===== config.mk =====
export PLATFORM = sky130hd
export DESIGN_NAME = taskGraphSeq
export DESIGN_NICKNAME = d
export VERILOG_FILES = /design/src/rtl/tgsPkg.sv /design/src/rtl/tgsControl.sv /design/src/rtl/tgsDatapath.sv /design/src/rtl/taskGraphSeq.sv
export SDC_FILE = /design/constraint.sdc
export NUM_CORES = 1
export LEC_CHECK = 0
export BUFFER_PORTS_ARGS = -buffer_cell sky130_fd_sc_hd__buf_2
export CAP_MARGIN = 10
export CORE_UTILIZATION = 25
export CTS_CLUSTER_DIAMETER = 50
export CTS_CLUSTER_SIZE = 14
export DETAILED_ROUTE_END_ITERATION = 7
export PLACE_DENSITY = 0.46
export SKIP_CTS_REPAIR_TIMING = 1
export SYNTH_ARGS = -nofsm -noshare
export SYNTH_HDL_FRONTEND = slang
export SYNTH_SLANG_ARGS = --single-unit

===== constraint.sdc =====
create_clock -name clk -period 3.7 [get_ports clk]
set_input_delay 0.37 -clock clk [delete_from_list [all_inputs] [get_ports clk]]
set_output_delay 0.37 -clock clk [all_outputs]
set_load 0.02 [all_outputs]

===== src/rtl/tgsPkg.sv =====
package tgsPkg;

  localparam int NUM_TASKS = 4;
  localparam int TASK_A = 0;
  localparam int TASK_B = 1;
  localparam int TASK_C = 2;
  localparam int TASK_D = 3;

  // Progress through the fixed graph; names list the tasks still running
  typedef enum logic [3:0] {
    ST_IDLE  = 4'd0,
    ST_A1    = 4'd1,
    ST_BC    = 4'd2,
    ST_AC    = 4'd3,
    ST_B     = 4'd4,
    ST_A2    = 4'd5,
    ST_C     = 4'd6,
    ST_D     = 4'd7,
    ST_DONE  = 4'd8
  } phase_t;

  typedef struct packed {
    logic [NUM_TASKS-1:0] start;
    logic                 setDone;
    logic                 clrDone;
  } strobe_t;

endpackage


===== src/rtl/tgsControl.sv =====
module tgsControl
  import tgsPkg::*;
(
  input  logic                 clk,
  input  logic                 rstN,
  input  logic                 appReq,
  input  logic [NUM_TASKS-1:0] finish,
  output strobe_t              strobe,
  output phase_t               phase
);

  phase_t phaseNext;
  logic finA, finB, finC, finD;

  assign finA = finish[TASK_A];
  assign finB = finish[TASK_B];
  assign finC = finish[TASK_C];
  assign finD = finish[TASK_D];

  always_ff @(posedge clk or negedge rstN) begin
    if (!rstN) phase <= ST_IDLE;
    else       phase <= phaseNext;
  end

  always_comb begin
    phaseNext      = phase;
    strobe         = '0;
    unique case (phase)
      ST_IDLE: begin
        if (appReq) begin
          phaseNext            = ST_A1;
          strobe.start[TASK_A] = 1'b1;
        end
      end
      ST_A1: begin
        if (finA) begin
          phaseNext            = ST_BC;
          strobe.start[TASK_B] = 1'b1;
          strobe.start[TASK_C] = 1'b1;
        end
      end
      ST_BC: begin
        unique case ({finB, finC})
          2'b10: begin
            phaseNext            = ST_AC;
            strobe.start[TASK_A] = 1'b1;
          end
          2'b01: phaseNext = ST_B;
          2'b11: begin
            phaseNext            = ST_A2;
            strobe.start[TASK_A] = 1'b1;
          end
          default: phaseNext = ST_BC;
        endcase
      end
      ST_B: begin
        if (finB) begin
          phaseNext            = ST_A2;
          strobe.start[TASK_A] = 1'b1;
        end
      end
      ST_AC: begin
        unique case ({finA, finC})
          2'b10: phaseNext = ST_C;
          2'b01: phaseNext = ST_A2;
          2'b11: begin
            phaseNext            = ST_D;
            strobe.start[TASK_D] = 1'b1;
          end
          default: phaseNext = ST_AC;
        endcase
      end
      ST_C: begin
        if (finC) begin
          phaseNext            = ST_D;
          strobe.start[TASK_D] = 1'b1;
        end
      end
      ST_A2: begin
        if (finA) begin
          phaseNext            = ST_D;
          strobe.start[TASK_D] = 1'b1;
        end
      end
      ST_D: begin
        if (finD) begin
          phaseNext      = ST_DONE;
          strobe.setDone = 1'b1;
        end
      end
      ST_DONE: begin
        if (appReq) begin
          phaseNext      = ST_IDLE;
          strobe.clrDone = 1'b1;
        end
      end
      default: phaseNext = ST_IDLE;
    endcase
  end

endmodule


===== src/rtl/tgsDatapath.sv =====
module tgsDatapath
  import tgsPkg::*;
#(
  parameter int TASKS = NUM_TASKS
) (
  input  logic             clk,
  input  logic             rstN,
  input  strobe_t          strobe,
  output logic [TASKS-1:0] taskReq,
  output logic             appDone
);

  for (genvar t = 0; t < TASKS; t++) begin : g_pulse
    always_ff @(posedge clk or negedge rstN) begin
      if (!rstN) taskReq[t] <= 1'b0;
      else       taskReq[t] <= strobe.start[t];
    end
  end

  always_ff @(posedge clk or negedge rstN) begin
    if (!rstN)               appDone <= 1'b0;
    else if (strobe.clrDone) appDone <= 1'b0;
    else if (strobe.setDone) appDone <= 1'b1;
  end

endmodule


===== src/rtl/taskGraphSeq.sv =====
module taskGraphSeq
  import tgsPkg::*;
(
  input  logic       clk,
  input  logic       rstN,
  input  logic       appReq,
  input  logic [3:0] finish,
  output logic [3:0] taskReq,
  output logic       appDone
);

  strobe_t strobe;
  phase_t  phase;

  tgsControl u_control (
    .clk    (clk),
    .rstN   (rstN),
    .appReq (appReq),
    .finish (finish),
    .strobe (strobe),
    .phase  (phase)
  );

  tgsDatapath #(.TASKS(NUM_TASKS)) u_datapath (
    .clk     (clk),
    .rstN    (rstN),
    .strobe  (strobe),
    .taskReq (taskReq),
    .appDone (appDone)
  );

endmodule


==> flow_results.org <==
** Outcome
- The flow ran to the end, and the final reports show no timing, DRC or antenna violations.

** Worst hold path
- Counting instances, the worst hold path has a depth of 2.
- The worst hold path terminates at u_control.phase[3]$_DFFE_PN0P_.
- Worst min-delay path class :: primary input to flop
- Hold path startpoint :: appReq

** Floorplanning
- Full die area :: 0.00229 mm²
- Die outline width :: 47.9 µm
- For this design the top-level I/O count stands at 12.
- Starting density of the core :: 0.268
- The floorplan has 16 rows.
- The floorplan step set the die height to 47.9 µm.
- Core Box Area :: 0.00196 mm²

** Critical path
- Counting cells, the worst reg-to-reg path comes to 4.
- Critical path data required time :: 3830 ps
- The startpoint identified for the worst register-to-register timing path is u_control.phase[2]$_DFFE_PN0P_.
- STA classifies the critical path startpoint as a flop.
- In this run the critical register-to-register path is captured at u_control.phase[2]$_DFFE_PN0P_.
- The setup path with the least slack is of type flop to flop.
- For the worst setup path, the data arrival time is 1780 ps.
- Worst reg2reg setup slack :: 2050 ps
- Along the worst path, the maximum fanout reaches 13.
- Category of the worst setup path capture point :: flop

** Logic synthesis
- Number of flip-flops and latches in the synthesized netlist :: 8
- Largest cells by area after synthesis :: sky130_fd_sc_hd__dfrtp_1, sky130_fd_sc_hd__a21oi_1, sky130_fd_sc_hd__buf_6
- For this run, asynchronously set or reset flops after synthesis account for 1.00.
- The synthesized design spends more area on one cell type than any other, namely sky130_fd_sc_hd__dfrtp_1.
- The average instance in the mapped netlist occupies 8.78 µm².
- Syn_nets :: 67
- Counting every instance in the synthesized netlist gives 60.
- EDFF count, synth :: 0
- Register area share after synthesis :: 0.380
- Number of distinct library cell variants in the gate-level netlist after synthesis :: 32
- Area fraction of the dominant cell type after synthesis :: 0.380
- Total of warnings raised by yosys :: 0
- In the synthesized netlist the dominant register cell turns out to be sky130_fd_sc_hd__dfrtp_1.
- After synthesis the cells add up to 527 µm².

** Placement
- GPL Wtd Cong :: 0.789
- Detailed placement HPWL :: 824 µm
- Buffers placed on the I/O ports in this run total 11.

** Clock tree
- Clk Tree Root Cell :: sky130_fd_sc_hd__clkbuf_4
- Clock buffer depth :: 2
- CTS H-tree lvls :: 1
- Insertion delay to the later sink of the worst-skew pair :: 260 ps
- Num CTS Buffers :: 3
- CTS tree :: done
- CTS saw 8 sinks.
- Clock edge transition at the registers on the reported setup and hold paths :: 50 ps

** STA
- Based on the critical path, the design can be clocked at up to 0.606 GHz.
- The count of final max-slew check failures is 0.
- Minimum clock period :: 1650 ps
- In this run the tightest slew margin relative to its limit is 0.678.
- At the pin with the least slew margin, the transition time is 483 ps.
- RSZ-0062 raised after global routing :: no
- Dividing the final minimum period by the clock period gives 0.446.
- Clock skew :: 7.82 ps
- Setup violations remaining at the end of the flow were counted as 0.
- After routing, the total negative slack on setup checks comes to 0 ps.
- The count of endpoints failing hold in the final timing report was 0.

** Routing
- For this run, the detailed router's first-pass iteration total came to 4.
- Detailed-route wire length :: 1080 µm
- Number of remaining DRC errors :: 0
- After the first detailed-routing iteration, the DRC count stood at 4.
- The detailed router placed 473 vias in this run.
- The detail route stage leaves a number of antenna-violating nets equal to 0.
- Dividing the detail-routed wire length by the instance count gives 11.1 µm.
- After detailed routing, the number of vias per cell comes to 4.88.

** Finish
- Share of final-layout standard cells stronger than drive strength 1 :: 0.271
- Once layout is complete, the utilization of the core stands at 0.310.
- Synth-to-Final Area Change :: 15.4%
- Most common library cell in the layout ignoring fill and taps :: sky130_fd_sc_hd__buf_2
- 0 antenna diodes ended up in the layout.
- Highest-count cells in the layout ignoring fill and taps :: sky130_fd_sc_hd__buf_2, sky130_fd_sc_hd__dfrtp_1, sky130_fd_sc_hd__a21oi_1, sky130_fd_sc_hd__nand2_1, sky130_fd_sc_hd__inv_1
- Nets :: 79

** Global route
- The first global-routing pass estimated 1700 µm of wire.
- Number of antenna violations at the first check in global routing :: 0
- The total overflow left after global routing is 0.
- Maximum number of pins on one net before global-route repair :: 15
- All-layer global routing usage :: 0.110
- Via count of the first global-routing pass :: 421

** Power
- Power density of the placed cells :: 843 mW/mm²
- IR analysis of the VDD net gives a maximum drop of 0.240 mV.
- Summed over all cells, the static leakage comes to 0.280 nW.

** Job
- Maximum capacitance violations :: 0
[layout make-up]
class	count	area [µm²]
repair buffers	12	65.1
inverters	6	22.5
well taps	27	33.8
clock buffers	3	22.5
multi-input cells	41	264
fillers	220	1350
flip-flops and latches	8	200
[cells in the mapped netlist, types with 2 or more instances]
cell type / count
sky130_fd_sc_hd__nor2_1: 4
sky130_fd_sc_hd__buf_2: 2
sky130_fd_sc_hd__a21oi_1: 6
sky130_fd_sc_hd__inv_1: 5
sky130_fd_sc_hd__o21ai_1: 2
sky130_fd_sc_hd__nand3_1: 2
sky130_fd_sc_hd__buf_6: 2
sky130_fd_sc_hd__dfrtp_1: 8
sky130_fd_sc_hd__nand2_1: 6
[cell families after synthesis]
| logic type | after synthesis | share of synthesized area |
|---|---|---|
| AOI/OAI and AO/OA | 19 | 0.254 |
| and+or+nand+nor | 19 | 0.190 |
| buffers and inverters | 11 | 0.119 |
| DFF | 8 | 0.380 |
| muxes | 2 | 0.0404 |
| xor gates and xnor gates | 1 | 0.0166 |
[worst max-delay path, stage by stage (launching register included)]
cell and delay (ps):
sky130_fd_sc_hd__dfrtp_1 570, sky130_fd_sc_hd__nor2b_4 270, sky130_fd_sc_hd__o2111ai_2 170, sky130_fd_sc_hd__o21ai_1 190
sky130_fd_sc_hd__mux2_1 340
[through the flow]
stage / power (mW) / cells / area (µm²) / setup slack (ps) / hold WS (ps)
6_report: 0.512 / 97 / 608 / 2050 / 352
5_1_grt: 0.561 / 97 / 608 / 1960 / 364
4_1_cts: 0.515 / 96 / 598 / 2050 / -59.5
3_5_place_dp: 0.448 / 93 / 576 / 2050 / 220
3_3_place_gp: 0.454 / 93 / 576 / 2090 / 221
2_1_floorplan: 0.409 / 60 / 527 / 2330 / 74.4
[per-layer routing]
metal  share of wire  GRT usage  routed length (µm)
met4               0     0.0333                   0
met2            0.44      0.162                 477
met5               0          0                   0
met1            0.51      0.146                 552
met3           0.045     0.0453                  49
[sequential cells by signal, summed over array words and instances (netlist names)]
signal,flops
u_control.phase,4
u_datapath.appDone,1
u_datapath.taskReq,3
[worst max-delay path by stage]
stage | to | depth (start not counted) | startpoint | slack (ps)
3_3_place_gp | u_control.phase[2]$_DFFE_PN0P_ | 4 | u_control.phase[2]$_DFFE_PN0P_ | 2090
4_1_cts | u_control.phase[2]$_DFFE_PN0P_ | 4 | u_control.phase[2]$_DFFE_PN0P_ | 2050
6_report | u_control.phase[2]$_DFFE_PN0P_ | 4 | u_control.phase[2]$_DFFE_PN0P_ | 2050
5_1_grt | u_control.phase[2]$_DFFE_PN0P_ | 4 | u_control.phase[2]$_DFFE_PN0P_ | 1960
2_1_floorplan | u_control.phase[2]$_DFFE_PN0P_ | 5 | u_control.phase[3]$_DFFE_PN0P_ | 2330
3_5_place_dp | u_control.phase[2]$_DFFE_PN0P_ | 4 | u_control.phase[2]$_DFFE_PN0P_ | 2050
[where the power goes]
part           switching (mW)  internal (mW)  total (mW)
combinational           0.135          0.114       0.248
sequential             0.0743          0.124       0.199
clock                  0.0284         0.0370      0.0654
total                   0.237          0.275       0.512
No activity file was read; power rests on OpenSTA's default activity.
